--- config.mk ---
export PLATFORM = sky130hd
export DESIGN_NAME = dma_chan_engine
export DESIGN_NICKNAME = d
export VERILOG_FILES = /design/src/rtl/dma_chan_pkg.sv /design/src/rtl/dma_chan_timer.sv /design/src/rtl/dma_chan_ctrl.sv /design/src/rtl/dma_chan_dpath.sv /design/src/rtl/dma_chan_engine.sv
export SDC_FILE = /design/constraint.sdc
export NUM_CORES = 1
export LEC_CHECK = 0
export ABC_AREA = 1
export ABC_CLOCK_PERIOD_IN_PS = 10200
export BUFFER_PORTS_ARGS = -buffer_cell sky130_fd_sc_hd__buf_2
export CAP_MARGIN = 15
export CORE_MARGIN = 10
export CORE_UTILIZATION = 60
export DETAILED_ROUTE_END_ITERATION = 6
export PLACE_DENSITY = 0.81
export REMOVE_ABC_BUFFERS = 1
export SLEW_MARGIN = 20
export SYNTH_ARGS = -nofsm -noshare
export SYNTH_HDL_FRONTEND = slang
export SYNTH_HIERARCHICAL = 1
export SYNTH_SLANG_ARGS = --single-unit
export TNS_END_PERCENT = 50
--- constraint.sdc ---
create_clock -name clk -period 10.2 [get_ports clk]
set_input_delay 0.51 -clock clk [delete_from_list [all_inputs] [get_ports clk]]
set_output_delay 0.51 -clock clk [all_outputs]
set_load 0.01 [all_outputs]
--- src/rtl/dma_chan_pkg.sv ---
package dma_chan_pkg;

  localparam int BURST_W = 4;

  localparam logic [2:0] REG_CTRL = 3'd0;
  localparam logic [2:0] REG_STAT = 3'd1;
  localparam logic [2:0] REG_SRC  = 3'd2;
  localparam logic [2:0] REG_DST  = 3'd3;
  localparam logic [2:0] REG_CNT  = 3'd4;
  localparam logic [2:0] REG_SRCR = 3'd5;
  localparam logic [2:0] REG_DSTR = 3'd6;
  localparam logic [2:0] REG_CNTR = 3'd7;

  typedef struct packed {
    logic               toIe;
    logic               disIe;
    logic               ctzIe;
    logic               reqWait;
    logic [1:0]         psSel;
    logic [2:0]         toSel;
    logic [BURST_W-1:0] burstM1;
    logic [1:0]         dstW;
    logic [1:0]         srcW;
    logic               dstInc;
    logic               srcInc;
    logic               periphSrc;
    logic               m2m;
    logic               en;
  } chanCfg_t;

  // Strobes from control to datapath
  typedef struct packed {
    logic reqAck;
    logic capRd;
    logic beatDone;
    logic finish;
  } ctrlStrobe_t;

  typedef enum logic [1:0] {ST_IDLE, ST_WAIT, ST_READ, ST_WRITE} chanState_t;

  function automatic logic [2:0] widthBytes(input logic [1:0] code);
    case (code)
      2'd0:    return 3'd1;
      2'd1:    return 3'd2;
      default: return 3'd4;
    endcase
  endfunction

  function automatic chanCfg_t decodeCtrl(input logic [31:0] w);
    return chanCfg_t'(w[$bits(chanCfg_t)-1:0]);
  endfunction

  function automatic logic [31:0] encodeCtrl(input chanCfg_t c);
    return 32'(c);
  endfunction

endpackage

--- src/rtl/dma_chan_timer.sv ---
module dma_chan_timer #(
  parameter int PS_STEP   = 8,
  parameter int PS_STAGES = 3,
  parameter int TO_SEL_W  = 3
) (
  input  logic                 clk,
  input  logic                 rstN,
  input  logic                 run,
  input  logic                 restart,
  input  logic [TO_SEL_W-1:0]  toSel,
  input  logic [1:0]           psSel,
  output logic                 expire
);
  localparam int PS_W = PS_STEP * PS_STAGES;
  localparam int TO_W = 2 + (1 << TO_SEL_W);

  logic [PS_W-1:0]    psCnt;
  logic [TO_W-1:0]    toCnt;
  logic [PS_STAGES:0] tapHit;
  logic               tick;
  logic               toHit;
  logic [TO_W-1:0]    toLimitM1;

  assign tapHit[0] = 1'b1;
  for (genvar k = 1; k <= PS_STAGES; k++) begin : g_tap
    assign tapHit[k] = &psCnt[k*PS_STEP-1:0];
  end

  assign tick      = tapHit[psSel];
  assign toLimitM1 = (TO_W'(4) << toSel) - TO_W'(1);
  assign toHit     = tick && (toCnt == toLimitM1);
  assign expire    = run && !restart && toHit;

  always_ff @(posedge clk) begin
    if (!rstN || !run || restart) begin
      psCnt <= '0;
      toCnt <= '0;
    end else begin
      psCnt <= tick ? '0 : psCnt + PS_W'(1);
      if (toHit)     toCnt <= '0;
      else if (tick) toCnt <= toCnt + TO_W'(1);
    end
  end
endmodule

--- src/rtl/dma_chan_ctrl.sv ---
module dma_chan_ctrl
  import dma_chan_pkg::*;
(
  input  logic        clk,
  input  logic        rstN,
  input  logic        en,
  input  logic        m2m,
  input  logic        reqWait,
  input  logic        cntZero,
  input  logic        burstEmpty,
  input  logic        perReq,
  input  logic        memGnt,
  output logic        memReq,
  output logic        memWe,
  output logic        perAck,
  output logic        busy,
  output logic        timerRun,
  output ctrlStrobe_t stb
);
  chanState_t state, nxtState;
  logic       reqSeen;

  always_comb begin
    nxtState = state;
    stb      = '0;
    memReq   = 1'b0;
    memWe    = 1'b0;
    perAck   = 1'b0;
    case (state)
      ST_IDLE: if (en) nxtState = ST_WAIT;
      ST_WAIT: begin
        if (!en || cntZero) begin
          stb.finish = 1'b1;
          nxtState   = ST_IDLE;
        end else if (m2m || !burstEmpty) begin
          nxtState = ST_READ;
        end else if (perReq) begin
          stb.reqAck = 1'b1;
          perAck     = 1'b1;
          nxtState   = ST_READ;
        end
      end
      ST_READ: begin
        memReq = 1'b1;
        if (memGnt) begin
          stb.capRd = 1'b1;
          nxtState  = ST_WRITE;
        end
      end
      default: begin
        memReq = 1'b1;
        memWe  = 1'b1;
        if (memGnt) begin
          stb.beatDone = 1'b1;
          nxtState     = ST_WAIT;
        end
      end
    endcase
  end

  assign busy     = (state != ST_IDLE) || en;
  assign timerRun = (state == ST_WAIT) && en && !m2m && !cntZero && burstEmpty
                    && (!reqWait || reqSeen);

  always_ff @(posedge clk) begin
    if (!rstN) begin
      state   <= ST_IDLE;
      reqSeen <= 1'b0;
    end else begin
      state <= nxtState;
      if (state == ST_IDLE) reqSeen <= 1'b0;
      else if (stb.reqAck)  reqSeen <= 1'b1;
    end
  end
endmodule

--- src/rtl/dma_chan_dpath.sv ---
module dma_chan_dpath
  import dma_chan_pkg::*;
#(
  parameter int ADDR_W = 32,
  parameter int CNT_W  = 16
) (
  input  logic              clk,
  input  logic              rstN,
  input  logic              cfgWrEn,
  input  logic [2:0]        cfgAddr,
  input  logic [31:0]       cfgWrData,
  output logic [31:0]       cfgRdData,
  input  ctrlStrobe_t       stb,
  input  logic              timeoutHit,
  input  logic              busy,
  input  logic [31:0]       memRdata,
  output chanCfg_t          cfg,
  output logic              cntZero,
  output logic              burstEmpty,
  output logic [2:0]        beatBytes,
  output logic [ADDR_W-1:0] rdAddr,
  output logic [ADDR_W-1:0] wrAddr,
  output logic              rdPeriph,
  output logic              wrPeriph,
  output logic [31:0]       wrData,
  output logic              irq
);
  localparam int BL_W = BURST_W + 1;

  logic [ADDR_W-1:0] srcPtr, dstPtr, srcRld, dstRld;
  logic [CNT_W-1:0]  cnt, cntRld, nextCnt;
  logic [BL_W-1:0]   burstLeft;
  logic              flagCtz, flagDis, flagTo;
  logic [31:0]       dataReg;
  logic [2:0]        lim, srcB, dstB;
  logic              periphMode, wrReg, hitZero;

  assign periphMode = !cfg.m2m;
  assign rdPeriph   = periphMode && cfg.periphSrc;
  assign wrPeriph   = periphMode && !cfg.periphSrc;
  assign rdAddr     = rdPeriph ? '0 : srcPtr;
  assign wrAddr     = wrPeriph ? '0 : dstPtr;
  assign wrData     = dataReg;
  assign cntZero    = (cnt == '0);
  assign burstEmpty = (burstLeft == '0);
  assign wrReg      = cfgWrEn;

  always_comb begin
    srcB = widthBytes(cfg.srcW);
    dstB = widthBytes(cfg.dstW);
    lim  = (srcB < dstB) ? srcB : dstB;
    if (cnt < CNT_W'(lim)) lim = cnt[2:0];
    if (periphMode && (burstLeft < BL_W'(lim))) lim = burstLeft[2:0];
  end
  assign beatBytes = lim;
  assign nextCnt   = cnt - CNT_W'(beatBytes);
  assign hitZero   = stb.beatDone && (nextCnt == '0);

  assign irq = (flagCtz && cfg.ctzIe) || (flagDis && cfg.disIe) || (flagTo && cfg.toIe);

  always_comb begin
    case (cfgAddr)
      REG_CTRL: cfgRdData = encodeCtrl(cfg);
      REG_STAT: cfgRdData = {28'b0, busy, flagTo, flagDis, flagCtz};
      REG_SRC:  cfgRdData = 32'(srcPtr);
      REG_DST:  cfgRdData = 32'(dstPtr);
      REG_CNT:  cfgRdData = 32'(cnt);
      REG_SRCR: cfgRdData = 32'(srcRld);
      REG_DSTR: cfgRdData = 32'(dstRld);
      default:  cfgRdData = 32'(cntRld);
    endcase
  end

  always_ff @(posedge clk) begin
    if (!rstN) begin
      cfg       <= '0;
      srcPtr    <= '0;
      dstPtr    <= '0;
      srcRld    <= '0;
      dstRld    <= '0;
      cnt       <= '0;
      cntRld    <= '0;
      burstLeft <= '0;
      flagCtz   <= 1'b0;
      flagDis   <= 1'b0;
      flagTo    <= 1'b0;
      dataReg   <= '0;
    end else begin
      if (stb.capRd) dataReg <= memRdata;

      // Working registers: hardware progress first, software write overrides
      if (stb.beatDone) begin
        if (hitZero && (cntRld != '0)) begin
          srcPtr <= srcRld;
          dstPtr <= dstRld;
          cnt    <= cntRld;
          cntRld <= '0;
        end else begin
          cnt <= nextCnt;
          if (cfg.srcInc && !rdPeriph) srcPtr <= srcPtr + ADDR_W'(beatBytes);
          if (cfg.dstInc && !wrPeriph) dstPtr <= dstPtr + ADDR_W'(beatBytes);
        end
      end

      if (wrReg) begin
        case (cfgAddr)
          REG_SRC:  srcPtr <= ADDR_W'(cfgWrData);
          REG_DST:  dstPtr <= ADDR_W'(cfgWrData);
          REG_CNT:  cnt    <= CNT_W'(cfgWrData);
          REG_SRCR: srcRld <= ADDR_W'(cfgWrData);
          REG_DSTR: dstRld <= ADDR_W'(cfgWrData);
          REG_CNTR: cntRld <= CNT_W'(cfgWrData);
          default: ;
        endcase
      end

      if (wrReg && cfgAddr == REG_CTRL) cfg    <= decodeCtrl(cfgWrData);
      else if (stb.finish)               cfg.en <= 1'b0;

      if (stb.finish)                   burstLeft <= '0;
      else if (stb.reqAck)              burstLeft <= BL_W'(cfg.burstM1) + BL_W'(1);
      else if (stb.beatDone && periphMode) burstLeft <= burstLeft - BL_W'(beatBytes);

      if (wrReg && cfgAddr == REG_STAT) begin
        if (cfgWrData[0]) flagCtz <= 1'b0;
        if (cfgWrData[1]) flagDis <= 1'b0;
        if (cfgWrData[2]) flagTo  <= 1'b0;
      end
      if (hitZero)    flagCtz <= 1'b1;
      if (stb.finish) flagDis <= 1'b1;
      if (timeoutHit) flagTo  <= 1'b1;
    end
  end
endmodule

--- src/rtl/dma_chan_engine.sv ---
module dma_chan_engine
  import dma_chan_pkg::*;
#(
  parameter int ADDR_W = 32,
  parameter int CNT_W  = 16
) (
  input  logic              clk,
  input  logic              rstN,
  input  logic              cfgWrEn,
  input  logic [2:0]        cfgAddr,
  input  logic [31:0]       cfgWrData,
  output logic [31:0]       cfgRdData,
  output logic              memReq,
  output logic              memWe,
  output logic              memPeriph,
  output logic [ADDR_W-1:0] memAddr,
  output logic [2:0]        memBytes,
  output logic [31:0]       memWdata,
  input  logic [31:0]       memRdata,
  input  logic              memGnt,
  input  logic              perReq,
  output logic              perAck,
  output logic              irq
);
  chanCfg_t          cfg;
  ctrlStrobe_t       stb;
  logic              cntZero, burstEmpty, busy, timerRun, timeoutHit;
  logic              rdPeriph, wrPeriph;
  logic [ADDR_W-1:0] rdAddr, wrAddr;

  dma_chan_ctrl u_ctrl (
    .clk(clk), .rstN(rstN), .en(cfg.en), .m2m(cfg.m2m), .reqWait(cfg.reqWait),
    .cntZero(cntZero), .burstEmpty(burstEmpty), .perReq(perReq), .memGnt(memGnt),
    .memReq(memReq), .memWe(memWe), .perAck(perAck), .busy(busy),
    .timerRun(timerRun), .stb(stb)
  );

  dma_chan_dpath #(.ADDR_W(ADDR_W), .CNT_W(CNT_W)) u_dpath (
    .clk(clk), .rstN(rstN), .cfgWrEn(cfgWrEn), .cfgAddr(cfgAddr),
    .cfgWrData(cfgWrData), .cfgRdData(cfgRdData), .stb(stb),
    .timeoutHit(timeoutHit), .busy(busy), .memRdata(memRdata), .cfg(cfg),
    .cntZero(cntZero), .burstEmpty(burstEmpty), .beatBytes(memBytes),
    .rdAddr(rdAddr), .wrAddr(wrAddr), .rdPeriph(rdPeriph), .wrPeriph(wrPeriph),
    .wrData(memWdata), .irq(irq)
  );

  dma_chan_timer u_timer (
    .clk(clk), .rstN(rstN), .run(timerRun), .restart(stb.reqAck),
    .toSel(cfg.toSel), .psSel(cfg.psSel), .expire(timeoutHit)
  );

  assign memAddr   = memWe ? wrAddr : rdAddr;
  assign memPeriph = memWe ? wrPeriph : rdPeriph;
endmodule

# After elaboration in Yosys (flattened, before gate mapping)
# Index checks and enable logic that the tools add are counted.
word_totals:
  regBits: 259
  out_inout_bits: 104
  wordCells: 192
op_classes:
  magnitude_cmp: 4
  add_sub_neg: 8
  eq_ne: 15
  muxes: 61
  n_bitwise: 1
  shift: 1
  n_reduce_logical: 73
ops:
  columns: ["op", "count"]
  rows:
  - ["32-bit 2-to-1 mux", 13]
  - ["32-bit one-hot mux with 7 select lines", 1]
  - ["16-bit 2-to-1 mux", 8]
  - ["32-bit by 3-bit adder with 32-bit output", 2]
  - ["16-bit logical NOT", 2]
  - ["24-bit by 1-bit adder with 24-bit output, second input constant", 1]
  - ["1-bit 2-to-1 mux", 24]
  - ["24-bit AND reduction", 1]
  - ["1-bit logical AND", 21]
  - ["2-bit nonzero test", 9]
  - ["16-bit by 3-bit less-than comparator with 1-bit output", 1]
  - ["16-bit AND reduction", 1]
  - ["16-bit nonzero test", 1]
  - ["16-bit by 3-bit subtractor with 16-bit output", 1]
  - ["3-bit == test, second input constant", 4]
  - ["2-bit 2-to-1 mux", 6]
  - ["3-bit one-hot mux with 2 select lines", 2]
  - ["1-bit logical NOT", 11]
  - ["10-bit by 1-bit adder with 10-bit output, second input constant", 1]
  - ["10-bit == test", 1]
  - ["5-bit 2-to-1 mux", 2]
  - ["2-bit AND reduction", 5]
  - ["2-bit OR reduction", 5]
  - ["3-bit by 3-bit left shift with 10-bit output, first input constant", 1]
  - ["other kinds (25)", 39]

# Longest topological paths before layout
logic_depth:
  ltp_word: 17
  ltp_mapped: 43
  ltp_nobuf: 43

# Hierarchy
# Netlist, hierarchy kept.
by_module_without_submodules:
  columns: ["mod", "cells_per_inst", "seq_area_each_um2", "area_each_um2", "instances"]
  rows:
  - ["dma_chan_dpath", 2082, 4444.3, 13476.7, 1]
  - ["dma_chan_timer", 312, 680.7, 2024.4, 1]
  - ["dma_chan_engine", 107, 0.0, 479.2, 1]
  - ["dma_chan_ctrl", 51, 60.1, 335.3, 1]

# Least setup slack after synthesis
# OpenSTA, ideal clock, no wires.
synth_path:
  path_kind: "register to register"
  from: "register, netlist name u_dpath/cfg[6]"
  to: "register u_dpath.dstPtr[31]"
  path_buffers: 1
  path_stages_with_launch: 39
  required_ns: 10.081
  arrival_time_ns: 5.036
  path_slack_ns: 5.045
  path_cell_list: "dfxtp_1 > clkbuf_1 > ha_1 > a21oi_1 > nand2_1 > nand2_1 > nand2_1 > nor2_1 > nand2_1 > nand2_2 > nand2_2 > nand2_1 > nand2_2 > nand2_1 > nand3_1 > nand2_2 > nand2_2 > o21ai_0 > [3 not listed] > a21oi_1 > nor4_2 > nand2_1 > nor2_1 > inv_1 > nor3_1 > nand2_1 > nor2_1 > nand3_1 > nor3_2 > nand2_1 > nor4_4 > nand4_2 > nor3_1 > xor2_1 > nand2_1 > nand3_1 > a21oi_1"
synth_between:
  elab_chain_cells: 17
  elab_cells_between_ends: 20
  classes_between: "add/sub (2); order compare (3); eq/ne (1); mux (9); reduce/logical (5)"
synth_lines:
  columns: ["element", "line_no", "source"]
  rows:
  - ["2-bit by 1-bit == test with 1-bit output or 2-bit logical NOT (tied branches)", "dma_chan_pkg.sv:42", "case (code)"]
  - ["3-bit one-hot mux with 2 select lines *", "dma_chan_pkg.sv:42", null]
  - ["3-bit less-than comparator", "dma_chan_dpath.sv:51", "lim = (srcB < dstB) ? srcB : dstB;"]
  - ["3-bit 2-to-1 mux *", "dma_chan_dpath.sv:51", null]
  - ["16-bit by 3-bit less-than comparator with 1-bit output", "dma_chan_dpath.sv:52", "if (cnt < CNT_W'(lim)) lim = cnt[2:0];"]
  - ["3-bit 2-to-1 mux *", "dma_chan_dpath.sv:52", null]
  - ["5-bit by 3-bit less-than comparator with 1-bit output", "dma_chan_dpath.sv:53", "if (periphMode && (burstLeft < BL_W'(lim))) lim = burstLeft[2:0];"]
  - ["1-bit logical AND", "dma_chan_dpath.sv:53", null]
  - ["[1 not listed]", null, null]
  - ["net memBytes[0]", "dma_chan_engine.sv:17", "output logic [2:0] memBytes,"]
  - ["16-bit by 3-bit subtractor with 16-bit output", "dma_chan_dpath.sv:56", "assign nextCnt = cnt - CNT_W'(beatBytes);"]
  - ["16-bit logical NOT", "dma_chan_dpath.sv:57", "assign hitZero = stb.beatDone && (nextCnt == '0);"]
  - ["1-bit logical AND", "dma_chan_dpath.sv:57", null]
  - ["1-bit logical AND", "dma_chan_dpath.sv:93", "if (hitZero && (cntRld != '0)) begin"]
  - ["32-bit 2-to-1 mux *", "dma_chan_dpath.sv:93", null]
  - ["32-bit 2-to-1 mux *", "dma_chan_dpath.sv:92", "if (stb.beatDone) begin"]
  - ["32-bit 2-to-1 mux", "dma_chan_dpath.sv:106", "case (cfgAddr)"]
  - ["32-bit 2-to-1 mux *", "dma_chan_dpath.sv:105", "if (wrReg) begin"]
  - ["end signal: assignment", "dma_chan_dpath.sv:95", "dstPtr <= dstRld;"]
  - ["end signal: assignment", "dma_chan_dpath.sv:101", "if (cfg.dstInc && !wrPeriph) dstPtr <= dstPtr + ADDR_W'(beatBytes);"]
  - ["end signal: assignment", "dma_chan_dpath.sv:108", "REG_DST: dstPtr <= ADDR_W'(cfgWrData);"]
  - ["end: declaration", "dma_chan_dpath.sv:30", "logic [ADDR_W-1:0] srcPtr, dstPtr, srcRld, dstRld;"]
# The timed path passes the listed nets; every way through them passes the cells marked *.
# A chain may end at the register's enable or synchronous reset.

# Final worst setup path
layout_path:
  from: "register, netlist name u_dpath/cfg[8]"
  to: "register u_dpath.srcPtr[26]"
layout_between:
  elab_chain_cells: 17
  elab_cells_between_ends: 20
  classes_between: "add/sub (2); order compare (3); eq/ne (1); mux (9); reduce/logical (5)"
layout_lines:
  columns: ["element", "line_no", "source"]
  rows:
  - ["2-bit by 1-bit == test with 1-bit output or 2-bit logical NOT (tied branches)", "dma_chan_pkg.sv:42", null]
  - ["3-bit one-hot mux with 2 select lines *", "dma_chan_pkg.sv:42", null]
  - ["3-bit less-than comparator", "dma_chan_dpath.sv:51", null]
  - ["3-bit 2-to-1 mux *", "dma_chan_dpath.sv:51", null]
  - ["16-bit by 3-bit less-than comparator with 1-bit output", "dma_chan_dpath.sv:52", null]
  - ["3-bit 2-to-1 mux *", "dma_chan_dpath.sv:52", null]
  - ["5-bit by 3-bit less-than comparator with 1-bit output", "dma_chan_dpath.sv:53", null]
  - ["1-bit logical AND", "dma_chan_dpath.sv:53", null]
  - ["3-bit 2-to-1 mux *", "dma_chan_dpath.sv:53", null]
  - ["16-bit by 3-bit subtractor with 16-bit output", "dma_chan_dpath.sv:56", null]
  - ["16-bit logical NOT", "dma_chan_dpath.sv:57", null]
  - ["1-bit logical AND", "dma_chan_dpath.sv:57", null]
  - ["1-bit logical AND", "dma_chan_dpath.sv:93", null]
  - ["32-bit 2-to-1 mux *", "dma_chan_dpath.sv:93", null]
  - ["32-bit 2-to-1 mux *", "dma_chan_dpath.sv:92", null]
  - ["32-bit 2-to-1 mux", "dma_chan_dpath.sv:106", null]
  - ["32-bit 2-to-1 mux *", "dma_chan_dpath.sv:105", null]
  - ["end signal: assignment", "dma_chan_dpath.sv:94", "srcPtr <= srcRld;"]
  - ["end signal: assignment", "dma_chan_dpath.sv:100", "if (cfg.srcInc && !rdPeriph) srcPtr <= srcPtr + ADDR_W'(beatBytes);"]
  - ["end signal: assignment", "dma_chan_dpath.sv:107", "REG_SRC: srcPtr <= ADDR_W'(cfgWrData);"]
  - ["end: declaration", "dma_chan_dpath.sv:30", null]
# Every way passes the cells marked *; elsewhere a longest branch is shown, timed or not.

==> flow_summary_export.csv <==
group,metric,value,unit
setup_path,cp-end-kind,"flip-flop",
pwr,p_leak,0.00754,µW
clock_tree,cts_root_buf,"clkbuf_16",
final_layout,nFillCells,2456,
clock_tree,cts_max_path_buffers,3,
final_layout,nNetsFinal,2722,
setup_path,cp-start-kind,"flip-flop",
timing,fin_skew,0.0222,ns
timing,rsz0062_at_grt,"false",
logic_synthesis,ys_ff_latch,259,
logic_synthesis,syn_inst,2552,
setup_path,cp.required,10.71,ns
logic_synthesis,synth_cell_types,50,
final_layout,final_cell_mix,"nand2_1, inv_1, o21ai_0",
grt,grt_use_total,32.1,%
hold_path,hp-class,"primary input to flip-flop",
drt,detail-route-antenna-nets,0,
drt,avgRoutedWirePerCell,19.2,µm
final_layout,instances_no_fill,2989,
placed_design,dp_hpwl,37.6,mm
timing,worstMarginPinSlew,1.21,ns
final_layout,drive_gt1_share,11.9,%
drt,drt_iter0_markers,2611,
timing,fin_crit,6.75,ns
clock_tree,cts_resized,0,
clock_tree,path_clk_slew,0.06,ns
grt,grt_pass1_vias,17205,
placed_design,dpl_cell_area,0.0171,mm²
drt,vias_per_cell,6.16,
grt,grt_max_degree,97,
grt,grt_pass1_wl,89.8,mm
clock_tree,cts_tree,"built",
clock_tree,holdBufCountCts,0,
pwr,p_per_area,168,mW/mm²
setup_path,path_class,"flip-flop to flip-flop",
die,die_x,185,µm
placed_design,post-place-ws,3.75,ns
timing,finalSetupViolCount,0,
grt,overflow,0,
logic_synthesis,yosysWarnings,6,
timing,final.setup.tns,0,ns
drt,drc,1,
timing,fin_crit_sh,66.2,%
final_layout,final_common_cell,"nand2_1",
final_layout,fin_area,0.0181,mm²
outcome,violations,"design-rule violations",
setup_path,cpMostUsedCell,"nand2_1",
final_layout,seqCellArea,0.00518,mm²
timing,finalHoldViolations,0,
setup_path,cp_max_fo,82,
logic_synthesis,syn_avg_cell_area,6.39,µm²
timing,finalWorstSetupSlack,3.45,ns
timing,slew_viol_final,0,
logic_synthesis,synth-seq-area-share,31.8,%
setup_path,slowest_stage,"buf_4",
clock_tree,post_cts.repair.setup_buffers,0,
die,ios,176,
pwr,ir_drop,162,µV
timing,fmax,148,MHz
final_layout,num_antenna_cells,0,
clock_tree,htree_num_levels,1,
clock_tree,cts-buffers-inserted,29,
setup_path,reg2reg_setup_slack,3.45,ns
final_layout,area_delta_synth_final,10.7,%
placed_design,gp_congestion,0.959,
outcome,status,"finished with violations",
die,die_area,0.0342,mm²
final_layout,multi_input_area,0.00914,mm²
drt,vias,18420,
timing,slew-limit-headroom,19.5,%
setup_path,max_stage_delay,0.81,ns
placed_design,placedCellCount,2935,
die,fp.dieH,185,µm
clock_tree,worstSkewPairLatency,0.58,ns
die,core-area,0.0269,mm²
die,initial_utilization,60.7,%
clock_tree,clock_sinks,259,
die,rows,60,
pwr,total_power,3030,µW
logic_synthesis,synth_area,0.0163,mm²
drt,routed_wirelength,57.5,mm
job,max_cap_viol_count,0,
drt,dr.pass1.iters,7,
grt,antenna_found_initial,0,
setup_path,cp.arrival,7.26,ns
placed_design,port_buffers,175,
==> critical path, delay by kind of cell, from the launching register on <==
kind / cells / cell delay (ns)
AND/OR/NAND/NOR: 26 / 2.80
buffers and inverters: 5 / 1.59
AO/OA/AOI/OAI: 3 / 1.07
adder cells (fa/ha/maj): 3 / 0.79
flip-flops: 1 / 0.36
==> cell families (layout without fill, tap and decap cells) <==
| family | after synthesis | count (layout) | synth area share [%] |
|---|---|---|---|
| compound gates | 632 | 632 | 20.4 |
| xor+xnor | 72 | 72 | 3.87 |
| fa+ha+maj | 25 | 25 | 2.01 |
| buf+inv | 509 | 605 | 12.4 |
| flops | 259 | 259 | 31.8 |
| simple gates | 1055 | 1055 | 29.5 |
==> per-stage QoR <==
step / hold WS, ns / utilization (%)
after detailed placement: 0.450 / 63.7
after global placement: 0.440 / 63.7
final: 0.156 / 67.2
after floorplan: 0.430 / -
after global routing: 0.174 / 67.2
after CTS: 0.144 / 67.2
==> where the power goes <==
group / leakage (µW) / total, µW / switching (µW) / internal (µW)
Sequential: 0.00210 / 1100 / 39.1 / 1070
Clock: 0.000473 / 1050 / 450 / 602
Combinational: 0.00496 / 870 / 620 / 250
==> cell usage after synthesis (all sizes together) <==
| cell | number | share of area [%] |
|---|---|---|
| dfxtp | 259 | 32 |
| inv | 356 | 8.2 |
| a31o | 1 | 0.054 |
| xnor2 | 7 | 0.38 |
| o21a | 1 | 0.046 |
| and3 | 3 | 0.12 |
| nand2 | 429 | 10 |
| nand4 | 104 | 4.0 |
| a221oi | 8 | 0.43 |
| clkinv | 3 | 0.069 |
| buf | 39 | 1.6 |
| o211ai | 5 | 0.23 |
| clkbuf | 111 | 2.6 |
| ha | 23 | 1.8 |
| a21boi | 1 | 0.046 |
| nor4 | 12 | 0.59 |
| o221ai | 6 | 0.32 |
| fa | 2 | 0.25 |
| or4 | 1 | 0.046 |
| a21o | 1 | 0.046 |
| a21oi | 252 | 7.7 |
| nand3b | 4 | 0.21 |
| nor2 | 263 | 6.4 |
| o22ai | 59 | 2.3 |
| o31ai | 1 | 0.046 |
| a31oi | 6 | 0.23 |
| nand3 | 185 | 6.0 |
| nor3 | 48 | 1.6 |
| o311ai | 1 | 0.054 |
| xor2 | 65 | 3.5 |
| o21ai | 290 | 8.9 |
| or2 | 2 | 0.077 |
| nor3b | 4 | 0.18 |
==> sequential cells by signal, summed over array words and instances (netlist names) <==
signal	flops
u_dpath/dstRld	32
u_dpath/wrData	32
u_dpath/cnt	16
u_ctrl/reqSeen	1
u_dpath/dstPtr	32
u_dpath/cntRld	16
u_dpath/cfg	22
u_timer/psCnt	24
u_dpath/srcPtr	32
u_timer/toCnt	10
u_dpath/flagCtz	1
u_ctrl/state	2
u_dpath/burstLeft	5
u_dpath/flagDis	1
u_dpath/flagTo	1
u_dpath/srcRld	32
==> final cells by class <==
cell class / count / area share (%)
clock buffers: 44 / 4.72
well taps: 341 / 2.36
clock inverters: 10 / 0.520
multi-input cells: 1784 / 50.6
inverters: 359 / 7.51
flip-flops and latches: 259 / 28.7
repair buffers: 192 / 5.57
==> path summary, 6_finish.rpt <==
| check | to | startpoint | cells past startpoint |
|---|---|---|---|
| min | u_dpath/wrData[5] | memRdata[5] | 3 |
| min reg2reg | u_timer/psCnt[0] | u_timer/psCnt[0] | 1 |
| max reg2reg | u_dpath/srcPtr[26] | u_dpath/cfg[8] | 37 |
| max | u_dpath/srcPtr[26] | u_dpath/cfg[8] | 37 |
==> per-layer routing <==
layer	up-vias	wire length, µm	track usage (%)
met4	0	3050	17.3
met3	250	6570	5.96
li1	8620	-	-
met5	-	0	0
met2	1251	26300	52.2
met1	8299	21500	39.4
Power figures use the tool's default switching activity.
